`src/rtl/pio_pkg.sv`:
```
package pio_pkg;
  localparam int CTRL_W = 8;
  localparam logic [CTRL_W-1:0] CTRL_RST = 8'h9B;

  typedef enum logic [1:0] {
    SEL_A    = 2'd0,
    SEL_B    = 2'd1,
    SEL_C    = 2'd2,
    SEL_CTRL = 2'd3
  } pio_sel_e;

  localparam int BIT_CFG_FLAG = 7;
  localparam int DIR_CLO      = 0;
  localparam int DIR_B        = 1;
  localparam int DIR_CHI      = 3;
  localparam int DIR_A        = 4;
  localparam int NPORT        = 3;
endpackage

```
`src/rtl/pio_mode_reg.sv`:
```
module pio_mode_reg
  import pio_pkg::*;
(
  input  logic              clk,
  input  logic              rst,
  input  logic              we,
  input  logic [CTRL_W-1:0] wdata,
  output logic [CTRL_W-1:0] ctrl,
  output logic              cfg_ld,
  output logic              bit_wr
);
  assign cfg_ld = we &  wdata[BIT_CFG_FLAG];
  assign bit_wr = we & ~wdata[BIT_CFG_FLAG];

  always_ff @(posedge clk) begin
    if (rst)         ctrl <= CTRL_RST;
    else if (cfg_ld) ctrl <= wdata;
  end

  AST_CFG_STORED: assert property (@(posedge clk) disable iff (rst)
    cfg_ld |=> ctrl == $past(wdata));
  AST_BITWR_KEEPS_CTRL: assert property (@(posedge clk) disable iff (rst)
    bit_wr |=> $stable(ctrl));
endmodule

```
`src/rtl/pio_port_latch.sv`:
```
module pio_port_latch #(
  parameter int         W   = 8,
  parameter int         IW  = $clog2(W),
  parameter logic [W-1:0] RST = '1
) (
  input  logic          clk,
  input  logic          rst,
  input  logic          ld,
  input  logic          clr,
  input  logic          bset,
  input  logic [IW-1:0] bidx,
  input  logic          bval,
  input  logic [W-1:0]  d,
  output logic [W-1:0]  q
);
  always_ff @(posedge clk) begin
    if (rst)       q <= RST;
    else if (clr)  q <= '0;
    else if (ld)   q <= d;
    else if (bset) q[bidx] <= bval;
  end

  AST_CLR_ZERO: assert property (@(posedge clk) disable iff (rst)
    clr |=> q == '0);
  AST_LOAD_TAKES: assert property (@(posedge clk) disable iff (rst)
    (ld && !clr) |=> q == $past(d));
  AST_HOLD_IDLE: assert property (@(posedge clk) disable iff (rst)
    !(ld || clr || bset) |=> $stable(q));
  AST_BIT_ONLY_ONE: assert property (@(posedge clk) disable iff (rst)
    (bset && !ld && !clr) |=> $countones(q ^ $past(q)) <= 1);
endmodule

```
`src/rtl/pio_rd_mux.sv`:
```
module pio_rd_mux
  import pio_pkg::*;
#(
  parameter int DW = 8
) (
  input  logic                       rd_ok,
  input  logic [1:0]                 addr,
  input  logic [NPORT-1:0][DW-1:0]   lat,
  input  logic [NPORT-1:0][DW-1:0]   pins,
  input  logic [NPORT-1:0][DW-1:0]   in_mask,
  input  logic [CTRL_W-1:0]          ctrl,
  output logic [DW-1:0]              rdata
);
  logic [NPORT-1:0][DW-1:0] view;

  for (genvar g = 0; g < NPORT; g++) begin : g_view
    assign view[g] = (pins[g] & in_mask[g]) | (lat[g] & ~in_mask[g]);
  end

  always_comb begin
    rdata = '0;
    if (rd_ok) begin
      unique case (pio_sel_e'(addr))
        SEL_A:    rdata = view[0];
        SEL_B:    rdata = view[1];
        SEL_C:    rdata = view[2];
        SEL_CTRL: rdata = DW'(ctrl);
        default:  rdata = '0;
      endcase
    end
  end
endmodule

```
`src/rtl/pio_port_ctrl.sv`:
```
module pio_port_ctrl
  import pio_pkg::*;
#(
  parameter int         DW       = 8,
  parameter logic [DW-1:0] PORT_RST = '1
) (
  input  logic          clk,
  input  logic          rst,
  input  logic          cs,
  input  logic          rd_en,
  input  logic          wr_en,
  input  logic [1:0]    addr,
  input  logic [DW-1:0] wdata,
  output logic [DW-1:0] rdata,
  input  logic [DW-1:0] pa_in,
  input  logic [DW-1:0] pb_in,
  input  logic [DW-1:0] pc_in,
  output logic [DW-1:0] pa_out,
  output logic [DW-1:0] pb_out,
  output logic [DW-1:0] pc_out,
  output logic [DW-1:0] pa_oe,
  output logic [DW-1:0] pb_oe,
  output logic [DW-1:0] pc_oe
);
  localparam int IW = $clog2(DW);
  localparam int HI = DW - DW / 2;
  localparam int LO = DW / 2;

  logic                     wr_hit;
  logic [CTRL_W-1:0]        ctrl;
  logic                     cfg_ld;
  logic                     bit_wr;
  logic [NPORT-1:0][DW-1:0] lat;
  logic [NPORT-1:0][DW-1:0] pins;
  logic [NPORT-1:0][DW-1:0] in_mask;

  assign wr_hit = cs & wr_en;

  pio_mode_reg u_mode (
    .clk    (clk),
    .rst    (rst),
    .we     (wr_hit && pio_sel_e'(addr) == SEL_CTRL),
    .wdata  (wdata[CTRL_W-1:0]),
    .ctrl   (ctrl),
    .cfg_ld (cfg_ld),
    .bit_wr (bit_wr)
  );

  for (genvar g = 0; g < NPORT; g++) begin : g_port
    pio_port_latch #(.W(DW), .IW(IW), .RST(PORT_RST)) u_latch (
      .clk  (clk),
      .rst  (rst),
      .ld   (wr_hit && addr == 2'(g)),
      .clr  (cfg_ld),
      .bset (bit_wr && g == int'(SEL_C)),
      .bidx (wdata[IW:1]),
      .bval (wdata[0]),
      .d    (wdata),
      .q    (lat[g])
    );
  end

  assign pins       = {pc_in, pb_in, pa_in};
  assign in_mask[0] = {DW{ctrl[DIR_A]}};
  assign in_mask[1] = {DW{ctrl[DIR_B]}};
  assign in_mask[2] = {{HI{ctrl[DIR_CHI]}}, {LO{ctrl[DIR_CLO]}}};

  pio_rd_mux #(.DW(DW)) u_rd (
    .rd_ok   (cs & rd_en),
    .addr    (addr),
    .lat     (lat),
    .pins    (pins),
    .in_mask (in_mask),
    .ctrl    (ctrl),
    .rdata   (rdata)
  );

  assign pa_out = lat[0];
  assign pb_out = lat[1];
  assign pc_out = lat[2];
  assign pa_oe  = ~in_mask[0];
  assign pb_oe  = ~in_mask[1];
  assign pc_oe  = ~in_mask[2];

  AST_RD_IDLE_ZERO: assert property (@(posedge clk) disable iff (rst)
    !(cs && rd_en) |-> rdata == '0);
  AST_OE_A_FROM_CFG: assert property (@(posedge clk) disable iff (rst)
    cfg_ld |=> pa_oe == {DW{~$past(wdata[DIR_A])}});
  AST_OE_CHI_FROM_CFG: assert property (@(posedge clk) disable iff (rst)
    cfg_ld |=> pc_oe[DW-1] == ~$past(wdata[DIR_CHI]));
endmodule

```
`config.mk`:
```
export PLATFORM = sky130hd
export DESIGN_NAME = pio_port_ctrl
export DESIGN_NICKNAME = d
export VERILOG_FILES = /design/src/rtl/pio_pkg.sv /design/src/rtl/pio_mode_reg.sv /design/src/rtl/pio_port_latch.sv /design/src/rtl/pio_rd_mux.sv /design/src/rtl/pio_port_ctrl.sv
export SDC_FILE = /design/constraint.sdc
export NUM_CORES = 1
export LEC_CHECK = 0
export BUFFER_PORTS_ARGS = -buffer_cell sky130_fd_sc_hd__buf_4
export CORE_MARGIN = 3
export CORE_UTILIZATION = 45
export CTS_CLUSTER_SIZE = 12
export DETAILED_ROUTE_END_ITERATION = 8
export PLACE_DENSITY_LB_ADDON = 0.2
export SETUP_SLACK_MARGIN = 0.15
export SLEW_MARGIN = 0
export SYNTH_ARGS = -nofsm -noshare
export SYNTH_HDL_FRONTEND = slang
export SYNTH_HIERARCHICAL = 1
export SYNTH_SLANG_ARGS = --single-unit
export TNS_END_PERCENT = 20
```
`constraint.sdc`:
```
create_clock -name clk -period 2.8 [get_ports clk]
set_input_delay 0.14 -clock clk [delete_from_list [all_inputs] [get_ports clk]]
set_output_delay 0.14 -clock clk [all_outputs]
set_load 0.1 [all_outputs]
```
==> impl_metrics.toml <==
[run_status]
result_of_the_run = "finished, final reports clean"

[global_route]
first_global_vias = 2686
grt_pass1_wl_microns = 14170
overflow_left_after_global_routing = 0
number_of_antenna_violations_at_the_first_check_in_global_routing = 0
met3_usage_pct = 4.562
met2_usage_pct = 34.57
gr-usage-met1_pct = 32.56
grt_start_max_net_pins = 53
global_route.usage.total_pct = 22.76
grt_busiest_layer = "met2"

[timing]
timing.final.ws_setup_ns = 0.7963
max_freq_mhz = 499.1
final-hold-violation-count = 0
skew_ns = 0
tightest_slew_ns = 0.5741
maxSlewViolCount = 0
period_needed_ns = 2.004
final-setup-viol-count = 0
finalSetupTns_ns = 0
grt_setup_unrepaired = "false"
relSlewSlack_pct = 61.73
period_share_pct = 71.56

[setup_path]
rr_startpoint = "g_port[2].u_latch/q[2]"
cp-startpoint = "u_mode/ctrl[4]"
crit_chain = "mux2_2 > o221ai_2 > a21oi_1 > buf_4"
cpLargestDelayFamily = "flip-flops"
critical_path.endpoint_type = "output pin"
slowest_delay_ns = 0.62
cp_num_buf_inv = 1
crit_arrival_ns = 1.86
critical-path-slowest-cell = "sky130_fd_sc_hd__dfxtp_1"
startpoint_type = "register"
worstSetupPathType = "register to output pin"
worst-path-max-fanout = 11
worstPathRequired_ns = 2.66

[yosys]
synth.cell_area_sq_um = 3148
synth_cell_type_count = 46
number_of_enable_flip_flop_cells_after_synthesis = 0
synth-async-reset-ratio_pct = 0
synth-warning-count = 6
ys_seq_elements = 32
ys_seq_area_share_pct = 20.35
synth-main-ff-cell = "sky130_fd_sc_hd__dfxtp_1"
synthesis.instances = 336
syn_area_per_cell_sq_um = 9.369

[power_and_ir_drop]
max-vdd-ir-drop_mv = 0.1852
p_leak_nw = 1.687
cellPowerDensity_nw_per_um2 = 407.8
design_power_total_w = 0.001514

[drt]
remaining_antenna_violation_count = 0
drt-wirelength-per-cell_microns = 18.21
first_iter_violations = 100
post-route-drc-count = 0
avgViaCountPerCell = 5.873
routed_wirelength_microns = 9014
vias = 2907
drt_first_pass_iters = 4

[final_layout]
layout_common_cells = "sky130_fd_sc_hd__buf_4 (96), sky130_fd_sc_hd__dfxtp_1 (32), sky130_fd_sc_hd__inv_1 (26), sky130_fd_sc_hd__mux2_2 (24), sky130_fd_sc_hd__a21oi_1 (22)"
num-nets-final = 440
mostFrequentLayoutCell = "sky130_fd_sc_hd__buf_4"
finish.utilization_pct = 56.54
antennaDiodeCount = 0
area_overhead_vs_synth_pct = 17.96
final_area_sq_um = 3714
drive_above_1_share_pct = 41.54
nFillCells = 622

[floorplanning]
floorplan.die.width_microns = 89.64
top_level_ports = 95
dieHeight_microns = 89.64
floorplan.core_area_sq_um = 6568
rows = 29
start_util_pct = 47.93
floorplan_die_area_sq_um = 8035

[clocking]
cts-root-buf = "sky130_fd_sc_hd__clkbuf_8"
clk_path_buf_depth = 2
post_cts_repair_timing_setup_buffer_count = 0
cts_hold_repair.buffers = 0
clock_sink_count = 32
tritoncts = "yes"
h-tree-depth = 2
cts_inserted_buffers = 5
cts_resized = 0
clkSlewWorstSetupHoldPaths_ns = 0.07
worstSkewPairLatency_ns = 0.28

[worst_hold_path]
worst_hold_path_type = "input port to register"
startpoint_of_the_most_critical_hold_path = "wdata[5]"

[flow_run]
max_cap_viol_count = 0

[place]
gp_congestion = 0.8721
place_area_sq_um = 3623
pre_cts_slack_ns = 0.5856
placement.io_buffers = 94
dp_wirelength_microns = 6477
==> flip-flops by register name, indices dropped and copies added, names as in the netlist <==
name,count
g_port.u_latch/q,24
u_mode/ctrl,8
==> synthesized netlist by cell type (all sizes together), types with 6 or more instances <==
cell	count	area share, %
nor2b	10	2.0
nand2	16	1.9
mux2	24	8.6
inv	32	3.8
a2111oi	6	2.4
nand4b	9	2.5
o311ai	9	3.2
buf	48	13
o41ai	9	3.2
a41oi	12	4.1
dfxtp	32	20
nand2b	7	1.4
a311o	12	3.8
a2111o	6	2.1
mux2i	17	5.4
a21oi	23	3.7
a21bo	9	2.9
o221ai	8	3.8
==> stage by stage <==
step,instances,hold slack [ns]
6_report,495,0.1754
5_1_grt,495,0.1892
4_1_cts,495,0.1703
3_5_place_dp,487,0.4318
3_3_place_gp,487,0.4305
2_1_floorplan,347,0.2464
==> report_power, final <==
group          internal, W  switching, W  total, W
sequential        0.000480     0.0000249  0.000505
clock             0.000201      0.000180  0.000381
combinational     0.000180      0.000448  0.000628
==> routing by layer <==
metal	wire (microns)	part of all wire, %
met1	4011	44
met3	593	6.6
met5	0	0
met4	121	1.3
met2	4288	48
==> layout make-up <==
| class | instances | area (sq um) | area share [%] |
|---|---|---|---|
| tap | 93 | 116.4 | 3.133 |
| timing repair buffer | 96 | 720.7 | 19.41 |
| inverter | 32 | 120.1 | 3.234 |
| clock buffer | 8 | 90.09 | 2.426 |
| sequential | 32 | 640.6 | 17.25 |
| multi-input combinational | 234 | 2026 | 54.55 |
==> tightest hold or removal path, delay by kind of cell <==
family	cells	cell delay, ns
AO/OA/AOI/OAI	1	0.05
AND/OR/NAND/NOR	1	0.08
buffers and inverters	1	0.13
==> final timing paths <==
path	endpoint	slack, ns	cells past startpoint
max	rdata[0]	0.80	4
min	u_mode/ctrl[5]	0.18	3
max reg2reg	g_port[2].u_latch/q[2]	1.77	3
min reg2reg	u_mode/ctrl[7]	0.45	1
==> cell families after synthesis <==
group           Yosys count  share of synthesized area (%)
compound gates          113                          33.74
buf+inv                  81                          16.73
flops                    32                          20.35
mux                      41                          13.99
other cells               1                         0.1191
simple gates             68                          15.06
No activity file was read; power rests on OpenSTA's default activity.
